**config.mk**
```make
export PLATFORM = sky130hd
export DESIGN_NAME = fpoll_engine
export DESIGN_NICKNAME = d
export VERILOG_FILES = /design/src/rtl/fpoll_pkg.sv /design/src/rtl/fpoll_match.sv /design/src/rtl/fpoll_gap_timer.sv /design/src/rtl/fpoll_deadline.sv /design/src/rtl/fpoll_engine.sv
export SDC_FILE = /design/constraint.sdc
export NUM_CORES = 1
export LEC_CHECK = 0
export ABC_AREA = 1
export BUFFER_PORTS_ARGS = -buffer_cell sky130_fd_sc_hd__buf_2
export CORE_MARGIN = 1
export CORE_UTILIZATION = 63
export CTS_CLUSTER_DIAMETER = 100
export DETAILED_ROUTE_END_ITERATION = 8
export GPL_TIMING_DRIVEN = 0
export PLACE_DENSITY = 0.87
export SYNTH_ARGS = -nofsm -noshare
export SYNTH_HDL_FRONTEND = slang
export SYNTH_HIERARCHICAL = 1
export SYNTH_SLANG_ARGS = --single-unit
export TNS_END_PERCENT = 10
```
**constraint.sdc**
```tcl
create_clock -name clk_i -period 4.9 [get_ports clk_i]
set_input_delay 0 -clock clk_i [delete_from_list [all_inputs] [get_ports clk_i]]
set_output_delay 0 -clock clk_i [all_outputs]
set_load 0.005 [all_outputs]
```
**src/rtl/fpoll_pkg.sv**
```systemverilog
package fpoll_pkg;
    typedef enum logic [1:0] {
        PS_IDLE,
        PS_REQ,
        PS_WAIT,
        PS_GAP
    } poll_state_e;
endpackage

```
**src/rtl/fpoll_match.sv**
```systemverilog
module fpoll_match #(
    parameter int DW = 8
) (
    input  logic [DW-1:0] status_i,
    input  logic [DW-1:0] mask_i,
    input  logic [DW-1:0] match_i,
    output logic          hit_o
);
    logic [DW-1:0] bit_ok;

    // AND mode: a bit outside the mask must be zero in the match value
    for (genvar i = 0; i < DW; i++) begin : g_bit
        assign bit_ok[i] = ((status_i[i] & mask_i[i]) == match_i[i]);
    end

    assign hit_o = &bit_ok;
endmodule

```
**src/rtl/fpoll_gap_timer.sv**
```systemverilog
module fpoll_gap_timer #(
    parameter int IVL_W = 8
) (
    input  logic             clk_i,
    input  logic             rst_ni,
    input  logic             load_i,
    input  logic [IVL_W-1:0] len_i,
    input  logic             run_i,
    output logic             fire_o
);
    logic [IVL_W-1:0] cnt_d, cnt_q;

    always_comb begin
        cnt_d = cnt_q;
        if (load_i) begin
            cnt_d = len_i;
        end else if (run_i && (cnt_q != '0)) begin
            cnt_d = cnt_q - 1'b1;
        end
    end

    always_ff @(posedge clk_i or negedge rst_ni) begin
        if (!rst_ni) cnt_q <= '0;
        else         cnt_q <= cnt_d;
    end

    // the last gap cycle is the one holding a count of one
    assign fire_o = run_i && (cnt_q <= IVL_W'(1));
endmodule

```
**src/rtl/fpoll_deadline.sv**
```systemverilog
module fpoll_deadline #(
    parameter int TMO_W = 24
) (
    input  logic             clk_i,
    input  logic             rst_ni,
    input  logic             clear_i,
    input  logic             run_i,
    input  logic [TMO_W-1:0] limit_i,
    output logic             expire_o
);
    logic [TMO_W-1:0] elapsed_d, elapsed_q;
    logic [TMO_W:0]   used;

    always_comb begin
        elapsed_d = elapsed_q;
        if (clear_i) begin
            elapsed_d = '0;
        end else if (run_i && (elapsed_q != '1)) begin
            elapsed_d = elapsed_q + 1'b1;
        end
    end

    always_ff @(posedge clk_i or negedge rst_ni) begin
        if (!rst_ni) elapsed_q <= '0;
        else         elapsed_q <= elapsed_d;
    end

    // cycles spent including the current one
    assign used     = {1'b0, elapsed_q} + 1'b1;
    assign expire_o = run_i && (used >= {1'b0, limit_i});
endmodule

```
**src/rtl/fpoll_engine.sv**
```systemverilog
module fpoll_engine #(
    parameter int          DW        = 8,
    parameter int          IVL_W     = 8,
    parameter int          TMO_W     = 24,
    parameter int          DEF_IVL   = 16,
    parameter logic [7:0]  STATUS_OP = 8'h05
) (
    input  logic             clk_i,
    input  logic             rst_ni,
    input  logic             start_i,
    input  logic [DW-1:0]    mask_i,
    input  logic [DW-1:0]    match_i,
    input  logic [IVL_W-1:0] interval_i,
    input  logic [TMO_W-1:0] timeout_i,
    output logic             seq_req_o,
    output logic [7:0]       seq_opcode_o,
    input  logic             seq_gnt_i,
    input  logic             seq_rsp_valid_i,
    input  logic [DW-1:0]    seq_rsp_data_i,
    output logic             busy_o,
    output logic             done_o,
    output logic             matched_o,
    output logic             timeout_o,
    output logic [DW-1:0]    status_o
);
    import fpoll_pkg::*;

    localparam logic [IVL_W-1:0] IVL_DEFAULT = IVL_W'(DEF_IVL);

    typedef struct packed {
        poll_state_e      st;
        logic [DW-1:0]    mask;
        logic [DW-1:0]    match;
        logic [DW-1:0]    last;
        logic [IVL_W-1:0] ivl;
        logic [TMO_W-1:0] limit;
        logic             done;
        logic             hit;
        logic             tmo;
    } regs_t;

    regs_t r_d, r_q;

    logic accept, rsp_take, hit_c, expire, gap_fire, gap_load, active;

    assign active   = (r_q.st != PS_IDLE);
    assign accept   = (r_q.st == PS_IDLE) && start_i;
    assign rsp_take = (r_q.st == PS_WAIT) && seq_rsp_valid_i;

    fpoll_match #(.DW(DW)) u_match (
        .status_i (seq_rsp_data_i),
        .mask_i   (r_q.mask),
        .match_i  (r_q.match),
        .hit_o    (hit_c)
    );

    fpoll_deadline #(.TMO_W(TMO_W)) u_deadline (
        .clk_i    (clk_i),
        .rst_ni   (rst_ni),
        .clear_i  (accept),
        .run_i    (active),
        .limit_i  (r_q.limit),
        .expire_o (expire)
    );

    assign gap_load = rsp_take && !hit_c && !expire;

    fpoll_gap_timer #(.IVL_W(IVL_W)) u_gap (
        .clk_i  (clk_i),
        .rst_ni (rst_ni),
        .load_i (gap_load),
        .len_i  (r_q.ivl),
        .run_i  (r_q.st == PS_GAP),
        .fire_o (gap_fire)
    );

    always_comb begin
        r_d      = r_q;
        r_d.done = 1'b0;
        if (rsp_take) r_d.last = seq_rsp_data_i;
        if (r_q.st == PS_IDLE) begin
            if (start_i) begin
                r_d.mask  = mask_i;
                r_d.match = match_i;
                r_d.ivl   = (interval_i == '0) ? IVL_DEFAULT : interval_i;
                r_d.limit = timeout_i;
                r_d.hit   = 1'b0;
                r_d.tmo   = 1'b0;
                r_d.st    = PS_REQ;
            end
        end else if (expire) begin
            // budget exhausted: wins over a hit in the same cycle
            r_d.st   = PS_IDLE;
            r_d.done = 1'b1;
            r_d.tmo  = 1'b1;
            r_d.hit  = 1'b0;
        end else begin
            case (r_q.st)
                PS_REQ:  if (seq_gnt_i) r_d.st = PS_WAIT;
                PS_WAIT: begin
                    if (rsp_take) begin
                        if (hit_c) begin
                            r_d.st   = PS_IDLE;
                            r_d.done = 1'b1;
                            r_d.hit  = 1'b1;
                        end else begin
                            r_d.st = PS_GAP;
                        end
                    end
                end
                PS_GAP:  if (gap_fire) r_d.st = PS_REQ;
                default: r_d.st = PS_IDLE;
            endcase
        end
    end

    always_ff @(posedge clk_i or negedge rst_ni) begin
        if (!rst_ni) begin
            r_q       <= '0;
            r_q.st    <= PS_IDLE;
        end else begin
            r_q <= r_d;
        end
    end

    assign seq_req_o    = (r_q.st == PS_REQ);
    assign seq_opcode_o = STATUS_OP;
    assign busy_o       = active;
    assign done_o       = r_q.done;
    assign matched_o    = r_q.hit;
    assign timeout_o    = r_q.tmo;
    assign status_o     = r_q.last;
endmodule

```
# After elaboration in Yosys (flattened, before gate mapping)
# Index checks and enable logic that the tools add are counted.
op_classes:
  n_addsub: 3
  order_cmp: 2
  n_eq_ne: 16
  mux: 21
  n_bitwise: 8
  reduce_logical: 25
ops:
  columns: ["operator", "n"]
  rows:
  - ["$mux 24", 2]
  - ["$add 24x1->25 const B", 1]
  - ["$ge 25x24->1", 1]
  - ["$add 24x1->24 const B", 1]
  - ["$mux 2", 12]
  - ["$mux 8", 3]
  - ["$ne 24x24->1 const B", 1]
  - ["$mux 18", 1]
  - ["$reduce_bool 3->1", 3]
  - ["$and 1x1->1", 8]
  - ["$eq 1x1->1", 8]
  - ["$le 8x1->1 const B", 1]
  - ["$logic_and 1x1->1", 8]
  - ["$logic_not 8->1", 1]
  - ["$reduce_and 4->1", 2]
  - ["$reduce_and 8->1", 1]
  - ["$reduce_bool 2->1", 4]
  - ["$reduce_bool 8->1", 1]
  - ["$sub 8x1->8 const B", 1]
  - ["$pmux 2 s3", 1]
  - ["$eq 2x2->1 const B", 2]
  - ["$ne 4x1->1 const B", 1]
  - ["$ne 4x3->1 const B", 1]
  - ["$ne 4x4->1 const B", 1]
  - ["other kinds (6)", 9]
word_totals:
  reg_bits: 93
  in_bits: 61
  output_inout_bits: 21
  elab_cells: 86

# Longest topological paths before layout
# Gate-level depths: netlist (run 1).
logic_depth:
  word_depth: 8
  ltp_mapped: 26
  ltp_nobuf: 26

# Modules after synthesis
# Netlist (run 1), hierarchy kept.
modules_own_cells:
  columns: ["module", "n_inst", "cells_each", "area_per_inst_um2", "seq_area_each_um2"]
  rows:
  - ["fpoll_engine", 1, 309, 2648.8, 1526.5]
  - ["fpoll_deadline", 1, 326, 2239.6, 600.6]
  - ["fpoll_gap_timer", 1, 94, 690.7, 200.2]
  - ["fpoll_match", 1, 46, 185.2, 0.0]

# Worst setup path after synthesis (run 1)
# OpenSTA, ideal clock, no wires.
synth_timing:
  path_kind: "reg2reg"
  startpoint: "register u_deadline.elapsed_q[0]"
  endpoint: "register u_gap.cnt_q[5]"
  setup_time_ns: 0.117
  arrival_time_ns: 3.171
  required_ns: 4.783
  slack_ns: 1.612
  stages_incl_launch_ff: 21
  n_path_buf: 0
  period_less_slack_ns: 3.288
  cell_sequence: "dfrtp_1 > ha_1 > nand3_1 > nor2_1 > nand3b_1 > nor2_1 > nand2_1 > xor2_1 > ha_1 > and3_1 > nand2_1 > nand2_1 > nor2_1 > nand3_1 > nor2_1 > nor2_1 > nor3_1 > bufinv_8 > or2_0 > nand3_2 > nand2_1"
synth_between:
  elab_chain_len: 6
  word_cells_on_any_way: 7
  cone_classes: "1 x add/sub; 1 x order compare; 1 x mux; 4 x reduce/logical"
synth_rtl:
  columns: ["item", "line", "source"]
  rows:
  - ["from (decl)", "fpoll_deadline.sv:11", "logic [TMO_W-1:0] elapsed_d, elapsed_q;"]
  - ["from (signal assigned)", "fpoll_deadline.sv:25", "else elapsed_q <= elapsed_d;"]
  - ["$add 24x1->25 *", "fpoll_deadline.sv:29", "assign used = {1'b0, elapsed_q} + 1'b1;"]
  - ["$ge 25x24->1 *", "fpoll_deadline.sv:30", "assign expire_o = run_i && (used >= {1'b0, limit_i});"]
  - ["$logic_and 1x1->1 *", "fpoll_deadline.sv:30", null]
  - ["via expire", "fpoll_engine.sv:44", "logic accept, rsp_take, hit_c, expire, gap_fire, gap_load, active;"]
  - ["$logic_not 1->1 *", "fpoll_engine.sv:66", "assign gap_load = rsp_take && !hit_c && !expire;"]
  - ["$logic_and 1x1->1 *", "fpoll_engine.sv:66", null]
  - ["via gap_load", "fpoll_engine.sv:44", null]
  - ["$mux 8 / $reduce_bool 2->1 (equally long branches)", null, null]
  - ["to (signal assigned)", "fpoll_gap_timer.sv:24", "else cnt_q <= cnt_d;"]
  - ["to (decl)", "fpoll_gap_timer.sv:11", "logic [IVL_W-1:0] cnt_d, cnt_q;"]
# The timed path passes the listed nets; every way through them passes the cells marked *.
# A chain may end at the register's enable or synchronous reset.

# Worst setup path in the final report (run 1)
# Ends and elaborated chain as after synthesis.

==> results_dict.tcl, run 1 <==
set metrics [dict create \
    pin_count 82 \
    grt.total_usage_pct 36.4 \
    cp.arrival_ns 4.46 \
    worstSetupStartpointType "flop" \
    via_count 5717 \
    antenna_cells 0 \
    synth.cell_area_um2 5760 \
    skew_ns 0.0143 \
    cap_viol_max_count 0 \
    critPathRequiredTime_ns 5.16 \
    clk_pin_slew_ns 0.10 \
    synth_cells 775 \
    avgViaCountPerCell 5.52 \
    die_y_um 97.7 \
    hold_buffers 57 \
    final_cell_area_um2 7130 \
    status "finished with violations" \
    powerDensity_nw_per_um2 479 \
    final-hold-violation-count 0 \
    first_pass_iters 9 \
    cts_tree "done" \
    violations "DRC" \
    drt_iter0_markers 370 \
    syn_to_final_growth_pct 23.6 \
    multi_input_area_um2 2720 \
    drcViolationCount 6 \
    grt_pass1_vias 5977 \
    synth_sequential_area_ratio_pct 40.4 \
    fill_cells 547 \
    p_leak_nw 4.04 \
    grt_use_met1_pct 41.9 \
    cts_root_buffer "clkbuf_8" \
    fp.coreArea_um2 8810 \
    initial_core_util_pct 65.5 \
    cts_buffers 9 \
    grt_max_degree 53 \
    wire_per_inst_um 15.7 \
    ir_drop_uv 258 \
    synth_area_leaders "dfrtp_1, nand2_1, inv_1" \
    synth_area_per_cell_um2 7.44 \
    synth.distinct_cells 36 \
    fin_crit_ns 4.20 \
    busiest_layer "met2" \
    grt-ovfl-total 0 \
    die_x_um 97.7 \
    setup-tns-final_ns 0 \
    yosysTopAreaCellShare_pct 40.4 \
    grt_pass1_wl_um 27300 \
    slew_viol_final 0 \
    setup_viol 0 \
    hold_class "in2reg" \
    fp-row-count 34 \
    critPathCaptureType "flop" \
    synth_top_cell_by_area "dfrtp_1" \
    numPortBuffers 73 \
    die_area_um2 9540 \
    path_max_fanout 10 \
    ctsResizeCount 0 \
    cts_sinks 93 \
    critPathKind "reg2reg" \
    use_met2_pct 64.3 \
    dp_hpwl_um 9730 \
    grt_util_met3_pct 4.96 \
    register_area_um2 2330 \
    drive_gt1_share_pct 17.2 \
    antenna_found_initial 0 \
    postCtsSetupBuffers 0 \
    clk_latency_ns 0.37 \
    clockBufferDepth 2 \
    rsz0062_at_grt "no" \
    min_period_over_period_pct 85.8 \
    tightest_slew_ns 0.700 \
    ys_seq_elements 93 \
    place_area_um2 6320 \
    yosysWarnings 6 \
    ant_nets 0 \
    gp_congestion 0.910 \
    drt_wl_total_um 16200 \
    fin_nets 1012 \
    htree_levels 3 \
    relSlewSlack_pct 52.9 \
    timing.fmax_ghz 0.238 \
]
-- registers in the layout, summed over array words and instances, names as in the netlist --
| register | count |
|---|---|
| matched_o | 1 |
| u_deadline/elapsed_q | 24 |
| done_o | 1 |
| r_q | 50 |
| u_gap/cnt_q | 8 |
| status_o | 8 |
| timeout_o | 1 |
-- worst max-delay path: stages, from the launching register on --
cell and delay [ns]:
dfrtp_1 0.45, ha_1 0.24, nand3_1 0.17, nor2_1 0.20, nand3b_1 0.15, nor2_1 0.20, xor2_1 0.24, inv_1 0.07
ha_1 0.29, nand2_1 0.08, nor2_1 0.06, nand2_1 0.11, nor2_1 0.06, nand2_1 0.06, nand2_1 0.05, nand2_1 0.06
nand3_1 0.07, nor2_1 0.10, nor2_1 0.12, nor3_1 0.61, bufinv_8 0.33, or2_0 0.22, nand3_2 0.08, nand2_1 0.05
-- placed cells by master, fill, tap and decap left out, types with 3 or more instances in the layout --
cell and count:
nand4_1 7, xor2_1 17, dfrtp_1 93, ha_1 28, buf_2 73, o21ai_1 6
nand3_1 37, nor2_1 50, nand2_2 5, o21ai_2 9, o22ai_1 8, bufinv_16 3
o21ai_0 25, nor2_4 3, a21oi_1 9, dlygate4sd3_1 57, nor3_1 10, nand3_2 3
buf_6 11, buf_4 19, clkbuf_8 10, nand2_4 4, inv_1 106, inv_2 8
nand2_1 296, conb_1 8, nand3b_1 3
-- cell families after synthesis --
kind of cell    count (synthesis)  share of synthesized area, %
simple gates                  426                          31.8
buf+inv                       148                          12.8
flops                          93                          40.4
compound gates                 59                          5.97
fa+ha+maj                      28                          6.08
xor+xnor                       19                          2.89
other cells                     2                         0.130
-- cells in the mapped netlist (all sizes together) --
master / instances
nand2: 307
or2: 2
clkbuf: 2
o21ai: 40
buf: 30
a21oi: 9
conb: 2
bufinv: 1
inv: 114
clkinv: 1
o22ai: 8
o21bai: 1
nor3: 10
nand4: 7
xnor2: 2
o21a: 1
and3: 1
xor2: 17
ha: 28
nand3: 40
nand3b: 3
nor2: 56
dfrtp: 93
-- cell type report --
type                            instances  share of cell area, %
Multi-Input combinational cell        540                   38.2
Sequential cell                        93                   32.7
Timing Repair Buffer                  131                   13.6
Inverter                              116                   6.37
Buffer                                 32                   3.97
Tap cell                              108                   1.90
Clock buffer                           10                   1.79
Clock inverter                          6                   1.56
-- final timing paths --
path | start | end | slack, ns | cells after the start
max in group asynchronous | rst_ni | u_gap/cnt_q[3] | 4.09 | 3
min in group asynchronous | rst_ni | u_deadline/elapsed_q[6] | 0.15 | 2
worst max-delay path | u_deadline/elapsed_q[0] | u_gap/cnt_q[5] | 0.70 | 23
worst max register to register | u_deadline/elapsed_q[0] | u_gap/cnt_q[5] | 0.70 | 23
worst min-delay path | seq_gnt_i | r_q[60] | 0.04 | 5
worst min register to register | r_q[19] | r_q[19] | 0.48 | 2
-- layer usage --
layer,up-vias,share of wire [%]
li1,2655,-
met1,2668,38
met2,310,51
met3,84,6.7
met4,0,4.8
met5,-,0
-- power by group --
part | switching [mW] | internal (mW) | leakage [nW] | total, mW
sequential | 0.233 | 1.05 | 1.19 | 1.29
clock | 0.292 | 0.340 | 0.116 | 0.632
combinational | 0.906 | 0.593 | 2.73 | 1.50
-- metrics by stage --
step	power [mW]	instances	hold WS, ns	setup WS, ns	utilization, %
after global placement	2.51	962	0.202	0.918	71.4
after floorplan	2.24	781	-0.296	1.61	-
final	3.42	1036	0.0450	0.696	80.9
after CTS	3.27	1036	0.0365	0.802	80.9
after global routing	3.64	1036	0.0960	0.428	80.9
after detailed placement	2.60	963	0.0400	0.847	71.7
(Power assumes the default switching activity.)
==> run 2, diff against run 1 <==
- CORE_ASPECT_RATIO: unset -> 1.4
- MAX_ROUTING_LAYER: unset -> met4
- REMOVE_ABC_BUFFERS: unset -> 1
==> run 2 against run 1 <==
  * Routed wire length fell by 8.7%
  * Count of clock-buffer cells in the layout did not move
  * Largest cell class unchanged
  * Design area fell by 3.0%
  * Clock power rose by 14%
  * Register-to-register slack got worse by 0.30 ns
  * Combinational power fell by 9%
  * Critical path depth fell by 3
  * Cell count fell by 3.4%
  * Setup slack got worse by 0.30 ns
  * Sequential power barely moved
  * The run now ends clean
  * Power fell by 1.4%
  * Global-route usage fell by 2.8 points
==> results_dict.tcl, run 2 (synthesis gave the netlist of run 1 again) <==
set metrics [dict create \
    htree_levels 3 \
    regToRegEndpoint "u_gap/cnt_q[3]" \
    die_area_um2 9540 \
    grt_max_degree 53 \
    critPathKind "reg2reg" \
    cp_slowest_cell "nor3_2" \
    setup_viol 0 \
    fill_cells 575 \
    critical-path-top-delay-family "simple AND/OR/NAND/NOR gates" \
    via_count 5465 \
    powerDensity_nw_per_um2 487 \
    relSlewSlack_pct 26.9 \
    clk_pin_slew_ns 0.07 \
    whs_ns 0.0628 \
    path_buf_inv 1 \
    cts_buffers 9 \
    skew_ns 0.00829 \
    seq_power_share_pct 37.9 \
    finish.utilization_pct 79.4 \
    cts_sinks 93 \
    setup-tns-final_ns 0 \
    min_period_over_period_pct 91.8 \
    largest_reg_flops 50 \
    wire_per_inst_um 14.8 \
    drive_gt1_share_pct 14.5 \
    initial_core_util_pct 66.2 \
    grt_pass1_wl_um 24700 \
    syn_to_final_growth_pct 20.0 \
    most-common-layout-cells "nand2_1, inv_1, dfrtp_1" \
    fp-row-count 40 \
    path_common_cell "nor2_1" \
    drt_iter0_markers 360 \
    die_x_um 82.8 \
    timing.fmax_ghz 0.222 \
    path_depth 20 \
    grt-ovfl-total 0 \
    drcViolationCount 0 \
    p_int_mw 1.99 \
    ir_drop_uv 355 \
    rrSetupSlack_ns 0.40 \
    status "finished, final reports clean" \
    sw_frac_of_total_pct 40.9 \
    fin_nets 980 \
    fin_crit_ns 4.50 \
    slew_viol_final 0 \
    worstSetupStartpointType "flop" \
    endpoint "u_gap/cnt_q[3]" \
    p_leak_nw 3.90 \
    dp_hpwl_um 8910 \
    drt_wl_total_um 14800 \
    path_cells "ha_1, nand3_1, nor2_1, nand3b_1, nor2_1, nand2_1, xor2_1, ha_1, and3_1, nand2_1, nand2_1, nor2_1, nand3_1, nor2_1, nor2_1, nor3_2, bufinv_8, or2_0, nand3_2, nand2_1" \
    final_common_cell "nand2_1" \
    critPathRequiredTime_ns 5.13 \
    cp_slowest_stage_delay_ns 0.68 \
    grt_pass1_vias 5570 \
    final-hold-violation-count 0 \
    critPathCaptureType "flop" \
    pin_count 82 \
    crit_start "u_deadline/elapsed_q[0]" \
    antenna_cells 0 \
    clockBufferDepth 2 \
    top_register "r_q" \
    cts_root_buffer "clkbuf_16" \
    cp.arrival_ns 4.73 \
    busiest_layer "met2" \
    gp_congestion 0.965 \
    clk_latency_ns 0.34 \
    grt.total_usage_pct 33.6 \
    rsz0062_at_grt "no" \
    reg2regPathDepth 20 \
    avgViaCountPerCell 5.46 \
    fp.coreArea_um2 8710 \
    p_clk_share_pct 21.4 \
    grt_util_met3_pct 4.81 \
    cap_viol_max_count 0 \
    antenna_found_initial 0 \
    numPortBuffers 73 \
    ant_nets 0 \
    path_max_fanout 13 \
    die_y_um 115 \
    use_met2_pct 61.7 \
    p_sw_mw 1.38 \
    hold_class "in2reg" \
    comb_power_share_pct 40.7 \
    grt_use_met1_pct 34.7 \
    top_regs "r_q x50, u_deadline/elapsed_q x24" \
    r2r_start "u_deadline/elapsed_q[0]" \
    cts_tree "done" \
    tightest_slew_ns 1.09 \
    first_pass_iters 6 \
]
==> run 2: worst min path at each step <==
stage | from | to | slack (ns) | depth (start not counted)
5_1_grt | seq_gnt_i | r_q[60] | 0.1 | 5
6_report | seq_gnt_i | r_q[59] | 0.06 | 6
4_1_cts | seq_gnt_i | r_q[59] | 0.06 | 6
3_3_place_gp | match_i[5] | r_q[48] | 0.20 | 3
3_5_place_dp | rst_ni | r_q[30] | 0.06 | 1
2_1_floorplan | rst_ni | done_o | -0.30 | 0
==> run 2: final cells by class <==
type                       instances  area (um2)  area share (%)
tap                              105         131            1.90
timing repair buffer             131         966            14.0
multi-input combinational        540        2730            39.4
inverter                         116         454            6.57
sequential                        93        2330            33.7
clock inverter                     6        70.1            1.01
clock buffer                      10         239            3.46
==> run 2: what timing repair did <==
item	in CTS	in global routing
buffers inserted	0	0
resized for setup	0	0
hold buffers	57	0
endpoints found under the hold margin	104	0
==> run 2: metrics by stage <==
step / cell area (um2) / setup slack (ns) / total power, mW / std cells
CTS: 6910 / 0.106 / 3.29 / 1001
finish: 6920 / 0.400 / 3.37 / 1001
global route: 6920 / 0.132 / 3.60 / 1001
floorplan: 5500 / 1.19 / 2.17 / 749
global placement: 6000 / 0.231 / 2.43 / 927
detailed placement: 6030 / 0.127 / 2.52 / 928
==> run 2: routing by layer <==
layer | vias to the layer above | wire [um] | part of all wire (%)
li1 | 2595 | - | -
met1 | 2556 | 5550 | 37
met2 | 257 | 7850 | 53
met3 | 57 | 794 | 5.4
met4 | 0 | 613 | 4.1
met5 | - | 0 | 0
==> run 2: worst min-delay path, delay by kind of cell <==
| family | cells | cell delay [ns] |
|---|---|---|
| simple gates | 2 | 0.12 |
| compound gates | 2 | 0.12 |
| buf+inv | 2 | 0.12 |
==> run 2: power groups by stage <==
| stage | sequential [mW] | clock, mW | combinational, mW |
|---|---|---|---|
| finish | 1.28 | 0.721 | 1.37 |
| global route | 1.31 | 0.755 | 1.54 |
| detailed placement | 1.27 | 0 | 1.25 |
| floorplan | 1.23 | 0 | 0.939 |
| global placement | 1.25 | 0 | 1.18 |
| CTS | 1.26 | 0.727 | 1.31 |
==> run 3, diff against run 2 <==
--- a/config.mk
+++ b/config.mk
@@ -7,3 +7,3 @@
 export LEC_CHECK = 0
-export ABC_AREA = 1
+export ABC_AREA = 0
 export BUFFER_PORTS_ARGS = -buffer_cell sky130_fd_sc_hd__buf_2
@@ -11,3 +11,3 @@
 export CORE_MARGIN = 1
-export CORE_UTILIZATION = 63
+export CORE_UTILIZATION = 62
 export CTS_CLUSTER_DIAMETER = 100
@@ -16,3 +16,3 @@
 export MAX_ROUTING_LAYER = met4
-export PLACE_DENSITY = 0.87
+export PLACE_DENSITY = 0.86
 export REMOVE_ABC_BUFFERS = 1
==> constraint.sdc (replaced) <==
create_clock -name clk_i -period 4.9 [get_ports clk_i]
set_input_delay 0.735 -clock clk_i [delete_from_list [all_inputs] [get_ports clk_i]]
set_output_delay 0.735 -clock clk_i [all_outputs]
set_load 0.005 [all_outputs]
==> run 3 against run 2 <==
  * Sequential cell count stayed put
  * Register-to-register slack worse by 0.32 ns
  * Utilization is 6.8 points lower
  * Critical path depth is 6 lower
  * Die area is 2.8% lower
  * Sequential share of layout area is 3.6 points higher
  * Clock skew is 0.0011 ns lower
  * Clock power is 3.6% lower
  * Via count is 22% lower
  * First-iteration DRC count is 21% lower
==> results_dict.tcl, run 3 <==
set metrics [dict create \
    slew_viol_final 0 \
    synth_area_leaders "dfrtp_1, mux2_2, ha_1" \
    hold_class "in2async" \
    ys_seq_elements 93 \
    synth.distinct_cells 70 \
    synth.cell_area_um2 5510 \
    antenna_cells 0 \
    die_x_um 81.7 \
    tightest_slew_ns 0.773 \
    synthArstFlopShare_pct 100 \
    path_max_fanout 13 \
    numPortBuffers 73 \
    cts_sinks 93 \
    p_int_mw 2.12 \
    path_cells "nand4_1, or4b_4, or3_4, xnor2_1, ha_1, nand3_1, or4_1, o31ai_1, a311oi_1, o22ai_2, nor3_4, buf_6, or4_1, nand3_1" \
    drt_iter0_markers 286 \
    synth_top_cell_by_area "dfrtp_1" \
    finish.utilization_pct 72.6 \
    final-hold-violation-count 0 \
    ys.flop_type "dfrtp_1" \
    ir_drop_uv 332 \
    fin_crit_ns 4.82 \
    relSlewSlack_pct 48.2 \
    wire_per_inst_um 16.4 \
    p_clk_share_pct 20.7 \
    cp_slowest_stage_delay_ns 0.67 \
    seq_power_share_pct 41.5 \
    fill_cells 598 \
    largest_reg_flops 50 \
    cts_tree "done" \
    syn_to_final_growth_pct 13.4 \
    grt.total_usage_pct 27.4 \
    clockBufferDepth 2 \
    grt-ovfl-total 0 \
    crit_start "u_deadline/elapsed_q[7]" \
    cap_viol_max_count 0 \
    yosysWarnings 6 \
    min_period_over_period_pct 98.4 \
    top_register "r_q" \
    die_y_um 114 \
    p_sw_mw 1.24 \
    powerDensity_nw_per_um2 537 \
    cts_root_buffer "clkbuf_16" \
    antenna_found_initial 0 \
    r2r_start "u_deadline/elapsed_q[7]" \
    via_count 4286 \
    pin_count 82 \
    top_regs "r_q x50, u_deadline/elapsed_q x24" \
    grt_pass1_wl_um 19200 \
    critPathKind "reg2reg" \
    ant_nets 0 \
    path_buf_inv 1 \
    fin_nets 676 \
    drt_wl_total_um 11400 \
    status "finished, final reports clean" \
    drive_gt1_share_pct 29.4 \
    setup_viol 0 \
    yosysTopAreaCellShare_pct 42.2 \
    most-common-layout-cells "dfrtp_1, buf_2, mux2_2" \
    synth_edf_count 0 \
    yosysMostFrequentCell "dfrtp_1" \
    grt_pass1_vias 4325 \
    avgViaCountPerCell 6.15 \
    fp.coreArea_um2 8610 \
    whs_ns 0.363 \
    cp_slowest_cell "or4b_4" \
    clk_pin_slew_ns 0.07 \
    critPathCaptureType "flop" \
    htree_levels 3 \
    fp-row-count 40 \
    skew_ns 0.00719 \
    final_common_cell "dfrtp_1" \
    initial_core_util_pct 64.0 \
    critPathRequiredTime_ns 5.18 \
    grt_max_degree 55 \
    comb_power_share_pct 37.8 \
    die_area_um2 9280 \
    synth_area_per_cell_um2 10.6 \
    sw_frac_of_total_pct 36.8 \
    worstSetupStartpointType "flop" \
    synth_cells 522 \
    timing.fmax_ghz 0.207 \
    drcViolationCount 0 \
    synthTopCellsByCount "dfrtp_1, mux2_2, a21oi_1, inv_1, ha_1" \
    critical-path-top-delay-family "simple AND/OR/NAND/NOR gates" \
    dp_hpwl_um 8290 \
    gp_congestion 0.865 \
    clk_latency_ns 0.34 \
    first_pass_iters 5 \
    synth_sequential_area_ratio_pct 42.2 \
    cp.arrival_ns 5.10 \
    cts_buffers 9 \
    p_leak_nw 2.91 \
]
[run 3: what timing repair did]
item / in CTS / in global routing
setup endpoints to repair: 1 / 8
hold buffers: 0 / 0
pin swaps: 0 / 4
hold endpoints to repair: 0 / 0
buffers inserted: 0 / 4
resized for setup: 1 / 5
[run 3: through the flow]
| step | cells | setup WS [ns] | TNS, ns | power [mW] | area, um2 |
|---|---|---|---|---|---|
| after floorplan | 490 | -1.67 | -111.54 | 2.25 | 5270 |
| after global placement | 668 | -4.08 | -292.99 | 2.51 | 5760 |
| after detailed placement | 677 | -0.0138 | -0.0138 | 2.62 | 5890 |
| final | 697 | 0.0804 | 0 | 3.35 | 6250 |
| after global routing | 697 | -0.0632 | -0.0632 | 3.60 | 6250 |
| after CTS | 693 | 0.0210 | 0 | 3.35 | 6200 |
[run 3: metal layers]
metal / share of wire [%] / global-route usage (%)
met1: 40 / 31.5
met2: 54 / 45.5
met3: 3.8 / 4.72
met4: 2.5 / 13.6
met5: 0 / -
[run 3: cell type report]
type	instances	area [um2]	area share (%)
tap	105	131	2.10
clock inverter	7	73.8	1.18
clock buffer	9	225	3.60
sequential	93	2330	37.2
timing repair buffer	86	515	8.25
multi-input combinational	365	2860	45.7
inverter	32	120	1.92
[run 3: final timing paths]
| path | depth (start not counted) | endpoint | slack (ns) |
|---|---|---|---|
| worst min register to register | 1 | r_q[10] | 0.49 |
| worst max register to register | 14 | u_gap/cnt_q[0] | 0.08 |
| min in group clk_i | 1 | r_q[10] | 0.49 |
| worst max-delay path | 14 | u_gap/cnt_q[0] | 0.08 |
| max in group asynchronous | 2 | u_gap/cnt_q[7] | 3.90 |
| worst min-delay path | 1 | r_q[17] | 0.36 |
[run 3: power by group through the flow]
stage               clock network (mW)  registers, mW  logic [mW]
detailed placement                   0           1.40        1.23
floorplan                            0           1.32       0.928
global route                     0.744           1.44        1.41
global placement                     0           1.36        1.15
CTS                              0.709           1.39        1.26
finish                           0.695           1.39        1.27
[run 3: cells by family after synthesis]
group | synth area share [%]
compound gates | 12.2
xor+xnor | 4.93
fa+ha+maj | 6.36
buf+inv | 7.06
flops | 42.2
mux | 11.8
other cells | 0.136
simple gates | 15.3
